--- src/rtl/bit_pkg.sv ---
package bit_pkg;

    typedef enum logic [1:0] {
        RATE_FULL  = 2'd0,
        RATE_HALF  = 2'd1,
        RATE_FIFTH = 2'd2,
        RATE_ALT   = 2'd3
    } rate_e;

    typedef struct packed {
        logic gate;
        logic ovf;
    } ctl_t;

    // Decimal encoding of a value, eight decades, units in the low nibble.
    function automatic logic [31:0] bin2bcd(input int unsigned v);
        logic [31:0] r;
        int unsigned t;
        r = '0;
        t = v;
        for (int i = 0; i < 8; i++) begin
            r[4*i +: 4] = 4'(t % 10);
            t = t / 10;
        end
        return r;
    endfunction

endpackage

--- src/rtl/bit_tick_gen.sv ---
module bit_tick_gen #(
    parameter int DIV_FULL = 1,
    parameter int DIV_HALF = 2,
    parameter int DIV_SLOW = 5
) (
    input  logic       clk,
    input  logic       rst_n,
    input  logic [1:0] rate_sel,
    input  logic       restart,
    input  logic       run,
    output logic       tick
);
    import bit_pkg::*;

    localparam int MAXD_A = (DIV_FULL > DIV_HALF) ? DIV_FULL : DIV_HALF;
    localparam int MAXD   = (MAXD_A > DIV_SLOW) ? MAXD_A : DIV_SLOW;
    localparam int PW     = (MAXD > 1) ? $clog2(MAXD) : 1;
    localparam logic [PW-1:0] LIM_FULL = PW'(DIV_FULL - 1);
    localparam logic [PW-1:0] LIM_HALF = PW'(DIV_HALF - 1);
    localparam logic [PW-1:0] LIM_SLOW = PW'(DIV_SLOW - 1);

    logic [PW-1:0] pre_d, pre_q;
    logic [PW-1:0] lim;
    logic          last;

    always_comb begin
        case (rate_e'(rate_sel))
            RATE_HALF:  lim = LIM_HALF;
            RATE_FIFTH: lim = LIM_SLOW;
            default:    lim = LIM_FULL;
        endcase
        last  = (pre_q == lim);
        tick  = run && last;
        pre_d = pre_q;
        if (restart) begin
            pre_d = '0;
        end else if (run) begin
            pre_d = last ? '0 : pre_q + 1'b1;
        end
    end

    always_ff @(posedge clk or negedge rst_n) begin
        if (!rst_n) begin
            pre_q <= '0;
        end else begin
            pre_q <= pre_d;
        end
    end

endmodule

--- src/rtl/bit_bcd_decade.sv ---
module bit_bcd_decade (
    input  logic       clk,
    input  logic       rst_n,
    input  logic       zero_i,
    input  logic       inc_i,
    output logic [3:0] digit_o,
    output logic       carry_o
);
    logic [3:0] dig_d, dig_q;
    logic       at_nine;

    always_comb begin
        at_nine = (dig_q == 4'd9);
        carry_o = inc_i && at_nine;
        dig_d   = dig_q;
        if (zero_i) begin
            dig_d = 4'd0;
        end else if (inc_i) begin
            dig_d = at_nine ? 4'd0 : dig_q + 4'd1;
        end
    end

    always_ff @(posedge clk or negedge rst_n) begin
        if (!rst_n) begin
            dig_q <= 4'd0;
        end else begin
            dig_q <= dig_d;
        end
    end

    assign digit_o = dig_q;

endmodule

--- src/rtl/bcd_interval_timer.sv ---
module bcd_interval_timer #(
    parameter int NDIG     = 3,
    parameter int RANGE    = 399,
    parameter int DIV_FULL = 1,
    parameter int DIV_HALF = 2,
    parameter int DIV_SLOW = 5
) (
    input  logic              clk,
    input  logic              rst_n,
    input  logic [1:0]        rate_sel,
    input  logic              start_i,
    input  logic              stop_i,
    input  logic              busy_i,
    input  logic              clr_i,
    output logic [4*NDIG-1:0] bcd_o,
    output logic              gate_o,
    output logic              ovf_o
);
    import bit_pkg::*;

    localparam int              CW        = 4 * NDIG;
    localparam logic [31:0]     LAST_FULL = bin2bcd(RANGE - 1);
    localparam logic [CW-1:0]   LAST_BCD  = LAST_FULL[CW-1:0];

    ctl_t            ctl_d, ctl_q;
    logic            tick;
    logic            open_ok;
    logic            step;
    logic            expire;
    logic            zero;
    logic [NDIG:0]   cy;
    logic [CW-1:0]   digits;

    always_comb begin
        open_ok = !ctl_q.gate && !ctl_q.ovf && start_i && !busy_i && !clr_i;
        step    = tick && !stop_i && !clr_i;
        expire  = step && (digits == LAST_BCD);
        zero    = clr_i || open_ok;
        cy[0]   = step;

        ctl_d = ctl_q;
        if (clr_i) begin
            ctl_d.gate = 1'b0;
            ctl_d.ovf  = 1'b0;
        end else if (!ctl_q.gate) begin
            if (open_ok) begin
                ctl_d.gate = 1'b1;
            end
        end else if (stop_i) begin
            ctl_d.gate = 1'b0;
        end else if (expire) begin
            ctl_d.gate = 1'b0;
            ctl_d.ovf  = 1'b1;
        end
    end

    always_ff @(posedge clk or negedge rst_n) begin
        if (!rst_n) begin
            ctl_q <= '0;
        end else begin
            ctl_q <= ctl_d;
        end
    end

    bit_tick_gen #(
        .DIV_FULL (DIV_FULL),
        .DIV_HALF (DIV_HALF),
        .DIV_SLOW (DIV_SLOW)
    ) u_tick (
        .clk      (clk),
        .rst_n    (rst_n),
        .rate_sel (rate_sel),
        .restart  (zero),
        .run      (ctl_q.gate),
        .tick     (tick)
    );

    for (genvar g = 0; g < NDIG; g++) begin : g_dec
        bit_bcd_decade u_dec (
            .clk     (clk),
            .rst_n   (rst_n),
            .zero_i  (zero),
            .inc_i   (cy[g]),
            .digit_o (digits[4*g +: 4]),
            .carry_o (cy[g+1])
        );
    end

    assign bcd_o  = digits;
    assign gate_o = ctl_q.gate;
    assign ovf_o  = ctl_q.ovf;

endmodule

--- config.mk ---
export PLATFORM = sky130hd
export DESIGN_NAME = bcd_interval_timer
export DESIGN_NICKNAME = d
export VERILOG_FILES = /design/src/rtl/bit_pkg.sv /design/src/rtl/bit_tick_gen.sv /design/src/rtl/bit_bcd_decade.sv /design/src/rtl/bcd_interval_timer.sv
export SDC_FILE = /design/constraint.sdc
export NUM_CORES = 1
export LEC_CHECK = 0
export CORE_UTILIZATION = 34
export CTS_CLUSTER_SIZE = 14
export DETAILED_ROUTE_END_ITERATION = 6
export PLACE_DENSITY_LB_ADDON = 0.12
export SKIP_LAST_GASP = 1
export SLEW_MARGIN = 10
export SYNTH_ARGS = -nofsm -noshare
export SYNTH_HDL_FRONTEND = slang
export SYNTH_HIERARCHICAL = 1
export SYNTH_SLANG_ARGS = --single-unit
export TNS_END_PERCENT = 50
--- constraint.sdc ---
create_clock -name clk -period 5.3 [get_ports clk]
set_input_delay 1.06 -clock clk [delete_from_list [all_inputs] [get_ports clk]]
set_output_delay 1.06 -clock clk [all_outputs]
set_load 0.05 [all_outputs]
After elaboration in Yosys (flattened, before gate mapping)
Cells that the tools add are included.

word-level totals
  flip-flop bits (word level) = 17
  input bits = 8
  output and inout port bits = 14
  logic and storage cells = 61

cells by class
  add/sub/neg operators = 4
  equality and inequality tests = 8
  muxes and demuxes = 20
  reductions and logical operators = 23

operators with widths
  cell                                                    count
  two-way mux 4 bit                                       9
  adder 4 x 1 -> 4 bit (second input constant)            3
  equality test 12 x 10 -> 1 bit (second input constant)  1
  equality test 4 bit (second input constant)             3
  nonzero test 2 bit                                      6
  logical AND 1 bit                                       10
  two-way mux 3 bit                                       3
  case mux 3 bit (2 select lines)                         1
  zero test 1 bit                                         5
  two-way mux 1 bit                                       5
  two-way mux 2 bit                                       2
  adder 3 x 1 -> 3 bit (second input constant)            1
  equality test 3 bit                                     1
  AND reduction 3 bit                                     1
  equality test 2 x 1 -> 1 bit (second input constant)    1
  equality test 2 bit (second input constant)             1
  inequality test 2 x 1 -> 1 bit (second input constant)  1
  logical OR 1 bit                                        1

Logic depth before layout (Yosys ltp)
Gate-level depths: netlist (run 1).

  depth in word-level cells = 11
  depth in mapped cells = 11
  depth with buffers taken out = 11

Hierarchy
The synthesis (run 1) kept the hierarchy.

by module, submodules not included
  module              times used  cells each  area an instance (sq um)  sequential area each (sq um)
  bit_bcd_decade      3           26          241.5                     100.1
  bit_tick_gen        1           24          232.7                     75.1
  bcd_interval_timer  1           15          153.9                     50.0

Worst setup path before layout (run 1)
No wires, ideal clock.

  kind = input to register
  from = in rate_sel[0]
  to = reg g_dec[2].u_dec.dig_q[3]
  setup time = 0.079 ns
  arrival time = 3.154 ns
  setup slack = 2.067 ns
  stages = 11
  buffers on the path = 0
  cell sequence = nor4_1 a311o_1 and3_1 nor3b_2 inv_1 nor2_1 inv_1 nor2_1 and4b_2 o21ai_0 a21oi_1

on the way
  longest elaborated chain between the ends = 9

ends and longest elaborated chain
  what                                                                 RTL line                  RTL
  start: declaration                                                   bcd_interval_timer.sv:10  input logic [1:0] rate_sel,
  equality test 2 bit or equality test 2 x 1 -> 1 bit (tied branches)  bit_tick_gen.sv:27        case (rate_e'(rate_sel))
  case mux 3 bit (2 select lines) *                                    bit_tick_gen.sv:27
  equality test 3 bit *                                                bit_tick_gen.sv:32        last = (pre_q == lim);
  logical AND 1 bit *                                                  bit_tick_gen.sv:33        tick = run && last;
  via tick                                                             bcd_interval_timer.sv:26  logic tick;
  logical AND 1 bit * (2 in a row)                                     bcd_interval_timer.sv:36  step = tick && !stop_i && !clr_i;
  via cy[0]                                                            bcd_interval_timer.sv:31  logic [NDIG:0] cy;
  logical AND 1 bit *                                                  bit_bcd_decade.sv:14      carry_o = inc_i && at_nine;
  via cy[1]                                                            bcd_interval_timer.sv:31
  logical AND 1 bit *                                                  bit_bcd_decade.sv:14
  via cy[2]                                                            bcd_interval_timer.sv:31
  nonzero test 2 bit (no source line) *                                -
  end signal: assignment                                               bit_bcd_decade.sv:27      dig_q <= dig_d;
  end: declaration                                                     bit_bcd_decade.sv:9       logic [3:0] dig_d, dig_q;

Mark *: on every way through the listed nets, which the timed path passes. The rest lies on a longest branch.
A chain may end at the register's enable or synchronous reset.

Worst setup path after layout (run 1)
  from = in rate_sel[1]
  to = reg g_dec[2].u_dec.dig_q[3]

The elaborated chain is that of the path after synthesis.

==> impl_metrics.tcl, run 1 <==
set metrics [dict create \
    htreeDepth 1 \
    status "finished, final reports clean" \
    postSynthCellCount 116 \
    core_mm2 0.00308 \
    detail_route.vias_per_cell 5.02 \
    vias 928 \
    drive_above_1_share_pct 12.1 \
    multi_input_area_um2 641 \
    antenna_found_initial 0 \
    reg2reg_depth 11 \
    hp-start "u_tick/pre_q[1]" \
    vdd_ir_drop_max_uv 94.0 \
    port_buffers 21 \
    fin_tns_setup_ps 0 \
    rows 20 \
    hold_end "u_tick/pre_q[0]" \
    power_density_mw_per_mm2 161 \
    hpwl_um 1630 \
    final_area_mm2 0.00140 \
    die_area_mm2 0.00349 \
    finClkSkew_ps 0.907 \
    grtUsageTotal_pct 15.1 \
    netlist_area_mm2 0.00111 \
    dpl_cell_area_mm2 0.00137 \
    drt_iter0_markers 32 \
    ios 22 \
    period_share_pct 71.9 \
    startpoint_type "primary input" \
    initial_core_util_pct 36.0 \
    die_y_um 59.1 \
    cp-end-kind "flip-flop" \
    synth_fp_nets 131 \
    placed_cells 181 \
    routedWlPerCell_um 12.5 \
    drc_errors 0 \
    cts.sinks 17 \
    fmax_mhz 262 \
    grt_pass1_wl_um 3980 \
    grt_pass1_vias 901 \
    hold_path_class "flip-flop to flip-flop" \
    clkTransAtPathRegs_ps 100 \
    layout_common_cells "clkdlybuf4s50_1 (21), dfrtp_1 (17), nand2_1 (14)" \
    layout.cells.non_filler 185 \
    worstPathRequired_ps 5510 \
    cts_resized 0 \
    final_hold_viol_count 0 \
    dr.pass1.iters 4 \
    tightest_slew_ps 806 \
    layout_commonest_cell "clkdlybuf4s50_1" \
    nNetsFinal 157 \
    maxSlewViolCount 0 \
    cts_buffers 3 \
    overflow 0 \
    hold_buffers 0 \
    post_cts_buffers 0 \
    fillers 298 \
    leakage_uw 0.000517 \
    r2r-end "g_dec[2].u_dec/digit_o[3]" \
    register_area_um2 425 \
    period_minus_slack_ps 3810 \
    rrSetupSlack_ps 2320 \
    antenna_cells 0 \
    synth-warning-count 6 \
    cts_root_buf "clkbuf_4" \
    syn_to_final_growth_pct 26.3 \
    tritoncts "yes" \
    arrival_ps 4030 \
    setup_violations 0 \
    holdPathStages 2 \
    die_x_um 59.1 \
    slew_headroom_pct 46.1 \
    postSynthAreaPerCell_um2 9.55 \
    critPathKind "primary input to flip-flop" \
    wirelength_um 2320 \
    rsz0062_at_grt "no" \
    antenna_left 0 \
    crit_fanout 7 \
    routabilityCongestion 0.714 \
    cts_buffer_depth 2 \
    grt_max_degree 18 \
    insertion_delay_ps 280 \
    r2r-start "u_tick/pre_q[0]" \
    cap_violations 0 \
]
## report_power, final
| part | total, µW | switching (µW) | internal [µW] |
|---|---|---|---|
| Combinational | 23.0 | 13.2 | 9.83 |
| Clock | 69.7 | 40.5 | 29.2 |
| Sequential | 133 | 2.07 | 130 |
## sequential cells by signal (all words and copies together), names as in the netlist
name and flops:
g_dec.u_dec/digit_o 12, u_tick/pre_q 3, gate_o 1, ovf_o 1
## area by class of cell
cell class	count	share of cell area [%]
clock buffer	4	1.88
inverter	11	2.95
multi-input combinational	88	45.8
sequential	17	30.4
tap	44	3.94
timing repair buffer	21	15.0
## per-stage QoR
stage	total power, µW	hold WS [ps]	utilization (%)	setup WS (ps)
5_1_grt	238	601	45.4	1140
2_1_floorplan	145	501	-	2070
3_3_place_gp	159	526	44.6	1310
3_5_place_dp	159	538	44.6	1200
4_1_cts	230	560	45.4	1500
6_report	225	556	45.4	1490
## worst max path at each step
stage	startpoint	to	slack, ps
6_report	rate_sel[1]	g_dec[2].u_dec/digit_o[3]	1490
5_1_grt	rate_sel[1]	g_dec[2].u_dec/digit_o[3]	1140
4_1_cts	rate_sel[1]	g_dec[2].u_dec/digit_o[2]	1500
3_5_place_dp	rate_sel[1]	g_dec[2].u_dec/digit_o[2]	1200
3_3_place_gp	rate_sel[0]	g_dec[2].u_dec/digit_o[2]	1310
2_1_floorplan	rate_sel[0]	g_dec[2].u_dec/digit_o[3]	2070
## layer usage
layer / vias up / GRT usage (%) / routed length [µm]
li1: 477 / - / -
met1: 438 / 19.0 / 1140
met2: 11 / 26.1 / 1100
met3: 2 / 3.93 / 58
met4: 0 / 3.06 / 17
met5: - / 0 / 0
## worst max-delay path, stage by stage
cell and delay [ps]:
clkdlybuf4s50_1 560, nor4bb_1 250, a311o_1 210, and3_1 160, nor3b_2 360, inv_1 130
nor2_1 330, inv_1 130, nor2_1 340, and4b_2 280, o21ai_0 80, a21oi_1 140
Note: power is estimated with default switching activity, not from simulation.
==> inputs of run 2 (changes only) <==
- clock period: 5.3 -> 3.21 ns (I/O delays scaled with it)
==> impl_metrics.tcl, run 2 (synthesis gave the netlist of run 1 again) <==
set metrics [dict create \
    path_depth 12 \
    fillers 310 \
    routabilityCongestion 0.700 \
    cts.sinks 17 \
    share_seq_of_total_power_pct 57.9 \
    crit_fanout 6 \
    critPathKind "primary input to flip-flop" \
    leakage_uw 0.000531 \
    overflow 0 \
    holdPathStages 2 \
    power_density_mw_per_mm2 267 \
    cp_slowest_cell "clkdlybuf4s50_1" \
    startpoint_type "primary input" \
    syn_to_final_growth_pct 27.8 \
    setup_violations 0 \
    rsz0062_at_grt "no" \
    maxSlewViolCount 0 \
    cp-end-kind "flip-flop" \
    total_power_uw 378 \
    grt_max_degree 18 \
    period_minus_slack_ps 2920 \
    final_hold_viol_count 0 \
    hold_buffers 0 \
    power.net_switching_uw 99.9 \
    htreeDepth 1 \
    cpPeakStageDelay_ps 560 \
    path_buf_inv 3 \
    wirelength_um 2460 \
    switching_share_pct 26.4 \
    layout_commonest_cell "clkdlybuf4s50_1" \
    port_buffers 21 \
    tritoncts "yes" \
    ios 22 \
    dr.pass1.iters 4 \
    insertion_delay_ps 300 \
    antenna_left 0 \
    post-place-ws_ps -35.5 \
    antenna_found_initial 0 \
    core_mm2 0.00308 \
    layout_common_cells "clkdlybuf4s50_1 (21), dfrtp_1 (17), nand2_1 (14)" \
    drc_errors 0 \
    cap_violations 0 \
    clkTransAtPathRegs_ps 100 \
    grt_pass1_vias 922 \
    slew_headroom_pct 46.8 \
    cts_buffer_depth 2 \
    hold_slack_ps 578 \
    initial_core_util_pct 36.0 \
    drt_iter0_markers 30 \
    hpwl_um 1800 \
    critical_path.cell_chain "clkdlybuf4s50_1 -> nor4bb_1 -> a311o_1 -> and3_1 -> nor3b_2 -> inv_1 -> nor2_1 -> inv_1 -> nor2_1 -> and4b_2 -> o21ai_0 -> a21oi_1" \
    pwr-share-clk_pct 31.9 \
    grt_pass1_wl_um 4200 \
    arrival_ps 3150 \
    drive_above_1_share_pct 14.0 \
    internal_power_uw 278 \
    finClkSkew_ps 4.89 \
    fmax_mhz 342 \
    hold_path_class "flip-flop to flip-flop" \
    tightest_slew_ps 795 \
    antenna_cells 0 \
    nNetsFinal 159 \
    routedWlPerCell_um 13.2 \
    pwr-share-comb_pct 10.2 \
    critical_path.top_delay_family "simple AND/OR/NAND/NOR gates" \
    reg2reg_depth 11 \
    detail_route.vias_per_cell 5.26 \
    rows 20 \
    cts_buffers 3 \
    vias 983 \
    worstPathRequired_ps 3440 \
    post_cts_buffers 0 \
    grtUsageTotal_pct 16.1 \
    vdd_ir_drop_max_uv 151 \
    die_x_um 59.1 \
    cts_root_buf "clkbuf_4" \
    largest_reg_flops 12 \
    die_y_um 59.1 \
    die_area_mm2 0.00349 \
    cts_resized 0 \
    period_share_pct 91.0 \
    status "finished, final reports clean" \
    setup_ws_ps 290 \
]
run 2: final timing paths:
path	start	endpoint	slack, ps
setup / recovery	rate_sel[1]	g_dec[2].u_dec/digit_o[3]	290
hold / removal	u_tick/pre_q[1]	u_tick/pre_q[0]	580
setup reg to reg	u_tick/pre_q[0]	g_dec[2].u_dec/digit_o[3]	690
hold reg to reg	u_tick/pre_q[1]	u_tick/pre_q[0]	580
max in group asynchronous	rst_n	ovf_o	1930
min in group asynchronous	rst_n	g_dec[0].u_dec/digit_o[1]	790
run 2: layout make-up:
class	instances	area, µm²	share of cell area (%)
timing repair buffer	23	225	15.9
clock inverter	1	5.00	0.354
tap	44	55.1	3.89
multi-input combinational	88	641	45.3
inverter	11	41.3	2.92
clock buffer	3	22.5	1.59
sequential	17	425	30.1
run 2: tightest hold or removal path: stages (launching register included):
cell,delay (ps)
dfrtp_1,400
a31oi_1,90
nand2_1,60
run 2: per-layer routing:
metal | routed length, µm | track usage [%] | vias to the layer above
li1 | - | - | 478
met4 | 23 | 4.08 | 0
met5 | 0 | 0 | -
met3 | 91 | 4.59 | 4
met2 | 1230 | 28.1 | 14
met1 | 1120 | 19.5 | 487
run 2: power groups by stage:
stage | Combinational, µW | Sequential, µW | Clock, µW
global route | 42.6 | 220 | 136
floorplan | 14.8 | 225 | 0
finish | 38.4 | 219 | 121
CTS | 39.4 | 219 | 127
detailed placement | 39.4 | 223 | 0
global placement | 38.9 | 223 | 0
run 2: stage by stage:
| step | instance area (µm²) | cells | TNS (ps) | utilization [%] |
|---|---|---|---|---|
| final | 1420 | 187 | 0 | 46.0 |
| after global routing | 1420 | 187 | 0 | 46.0 |
| after CTS | 1420 | 187 | 0 | 46.0 |
| after detailed placement | 1390 | 183 | -46.2 | 45.1 |
| after global placement | 1390 | 183 | 0 | 45.1 |
| after floorplan | 1110 | 116 | 0 | - |
==> inputs of run 3 (changes only) <==
- CORE_UTILIZATION: 34 -> 45
- RECOVER_POWER: unset -> 50
==> impl_metrics.tcl, run 3 (synthesis gave the netlist of run 1 again) <==
set metrics [dict create \
    status "finished, final reports clean" \
    cp-end-kind "flip-flop" \
    die_area_mm2 0.00266 \
    cap_violations 0 \
    setup_ws_ps 249 \
    grt_pass1_wl_um 3940 \
    routabilityCongestion 0.819 \
    crit_fanout 5 \
    arrival_ps 3150 \
    maxSlewViolCount 0 \
    grt_max_degree 18 \
    hpwl_um 1750 \
    cts_buffers 3 \
    syn_to_final_growth_pct 26.7 \
    crit_end "g_dec[2].u_dec/digit_o[3]" \
    final_hold_viol_count 0 \
    leakage_uw 0.000549 \
    total_power_uw 370 \
    antenna_found_initial 0 \
    layout_common_cells "dfrtp_1 (17), clkdlybuf4s50_1 (15), nand2_1 (14)" \
    clkTransAtPathRegs_ps 100 \
    cp_slowest_cell "clkdlybuf4s50_1" \
    cts_root_buf "clkbuf_4" \
    die_y_um 51.6 \
    die_x_um 51.6 \
    port_buffers 21 \
    cpPeakStageDelay_ps 570 \
    hold_path_class "flip-flop to flip-flop" \
    cts_buffer_depth 2 \
    tritoncts "yes" \
    routedWlPerCell_um 14.2 \
    ios 22 \
    nNetsFinal 160 \
    rrSetupSlack_ps 670 \
    dr.pass1.iters 4 \
    dpl_cell_area_mm2 0.00138 \
    period_minus_slack_ps 2960 \
    cts_resized 0 \
    detail_route.vias_per_cell 5.51 \
    grt_pass1_vias 902 \
    largest_reg_flops 12 \
    fmax_mhz 338 \
    hold_buffers 0 \
    grtUsageTotal_pct 20.0 \
    power_density_mw_per_mm2 264 \
    setup_violations 0 \
    rsz0062_at_grt "no" \
    worstPathRequired_ps 3400 \
    critPathKind "primary input to flip-flop" \
    antenna_cells 0 \
    cts.sinks 17 \
    wirelength_um 2440 \
    final_area_mm2 0.00140 \
    r2r-start "u_tick/pre_q[0]" \
    tightest_slew_ps 1150 \
    layout.cells.non_filler 172 \
    reg2reg_depth 11 \
    drc_errors 0 \
    initial_core_util_pct 48.7 \
    rows 17 \
    vdd_ir_drop_max_uv 142 \
    fin_tns_setup_ps 0 \
    htreeDepth 1 \
    startpoint_type "primary input" \
    overflow 0 \
    drt_iter0_markers 11 \
    core_mm2 0.00228 \
    r2r-end "g_dec[2].u_dec/digit_o[3]" \
    antenna_left 0 \
    finClkSkew_ps 1.09 \
    drive_above_1_share_pct 13.9 \
    post_cts_buffers 0 \
    cp-startpoint "rate_sel[1]" \
    vias 947 \
    post-place-ws_ps -34.1 \
    slew_headroom_pct 23.4 \
    critical_path.cell_chain "clkdlybuf4s50_1 -> nor4bb_1 -> a311o_1 -> and3_1 -> nor3b_2 -> inv_1 -> nor2_1 -> inv_1 -> nor2_1 -> and4b_2 -> o21ai_0 -> a21oi_1" \
    insertion_delay_ps 280 \
    period_share_pct 92.2 \
    placed_cells 168 \
    layout_commonest_cell "dfrtp_1" \
]
run 3: area by class of cell:
class,count,area [µm²]
Clock inverter,1,5.00
Tap cell,28,35.0
Fill cell,205,873
Sequential cell,17,425
Inverter,11,41.3
Clock buffer,3,22.5
Multi-Input combinational cell,88,641
Timing Repair Buffer,24,233
run 3: worst min-delay path by stage:
stage                                from                        end  slack, ps  depth (start not counted)
after floorplan                     rst_n  g_dec[0].u_dec/digit_o[0]        350                          0
after global placement    u_tick/pre_q[1]            u_tick/pre_q[0]        530                          2
after detailed placement  u_tick/pre_q[1]            u_tick/pre_q[0]        540                          2
after CTS                 u_tick/pre_q[1]            u_tick/pre_q[0]        570                          2
after global routing      u_tick/pre_q[1]            u_tick/pre_q[0]        610                          2
final                     u_tick/pre_q[1]            u_tick/pre_q[0]        580                          2
run 3: metal layers:
layer	GRT usage, %	up-vias	routed length (µm)
li1	-	480	-
met2	34.6	12	1230
met4	6.76	0	14
met3	2.63	2	62
met1	25.3	453	1130
met5	0	-	0
run 3: power by group:
group          total, µW  switching [µW]  internal, µW
Clock                112            66.3          46.2
Combinational       38.2            22.4          15.7
Sequential           219            3.53           215
run 3: worst max-delay path: cells and delay by family:
kind                   cells  cell delay [ps]
AO/OA/AOI/OAI              3              470
buffers and inverters      3              740
AND/OR/NAND/NOR            6             1300
run 3: metrics by stage:
stage	hold WS, ps	util, %
CTS	568	61.6
detailed placement	544	60.4
floorplan	346	-
global route	613	61.6
global placement	531	60.4
finish	580	61.6
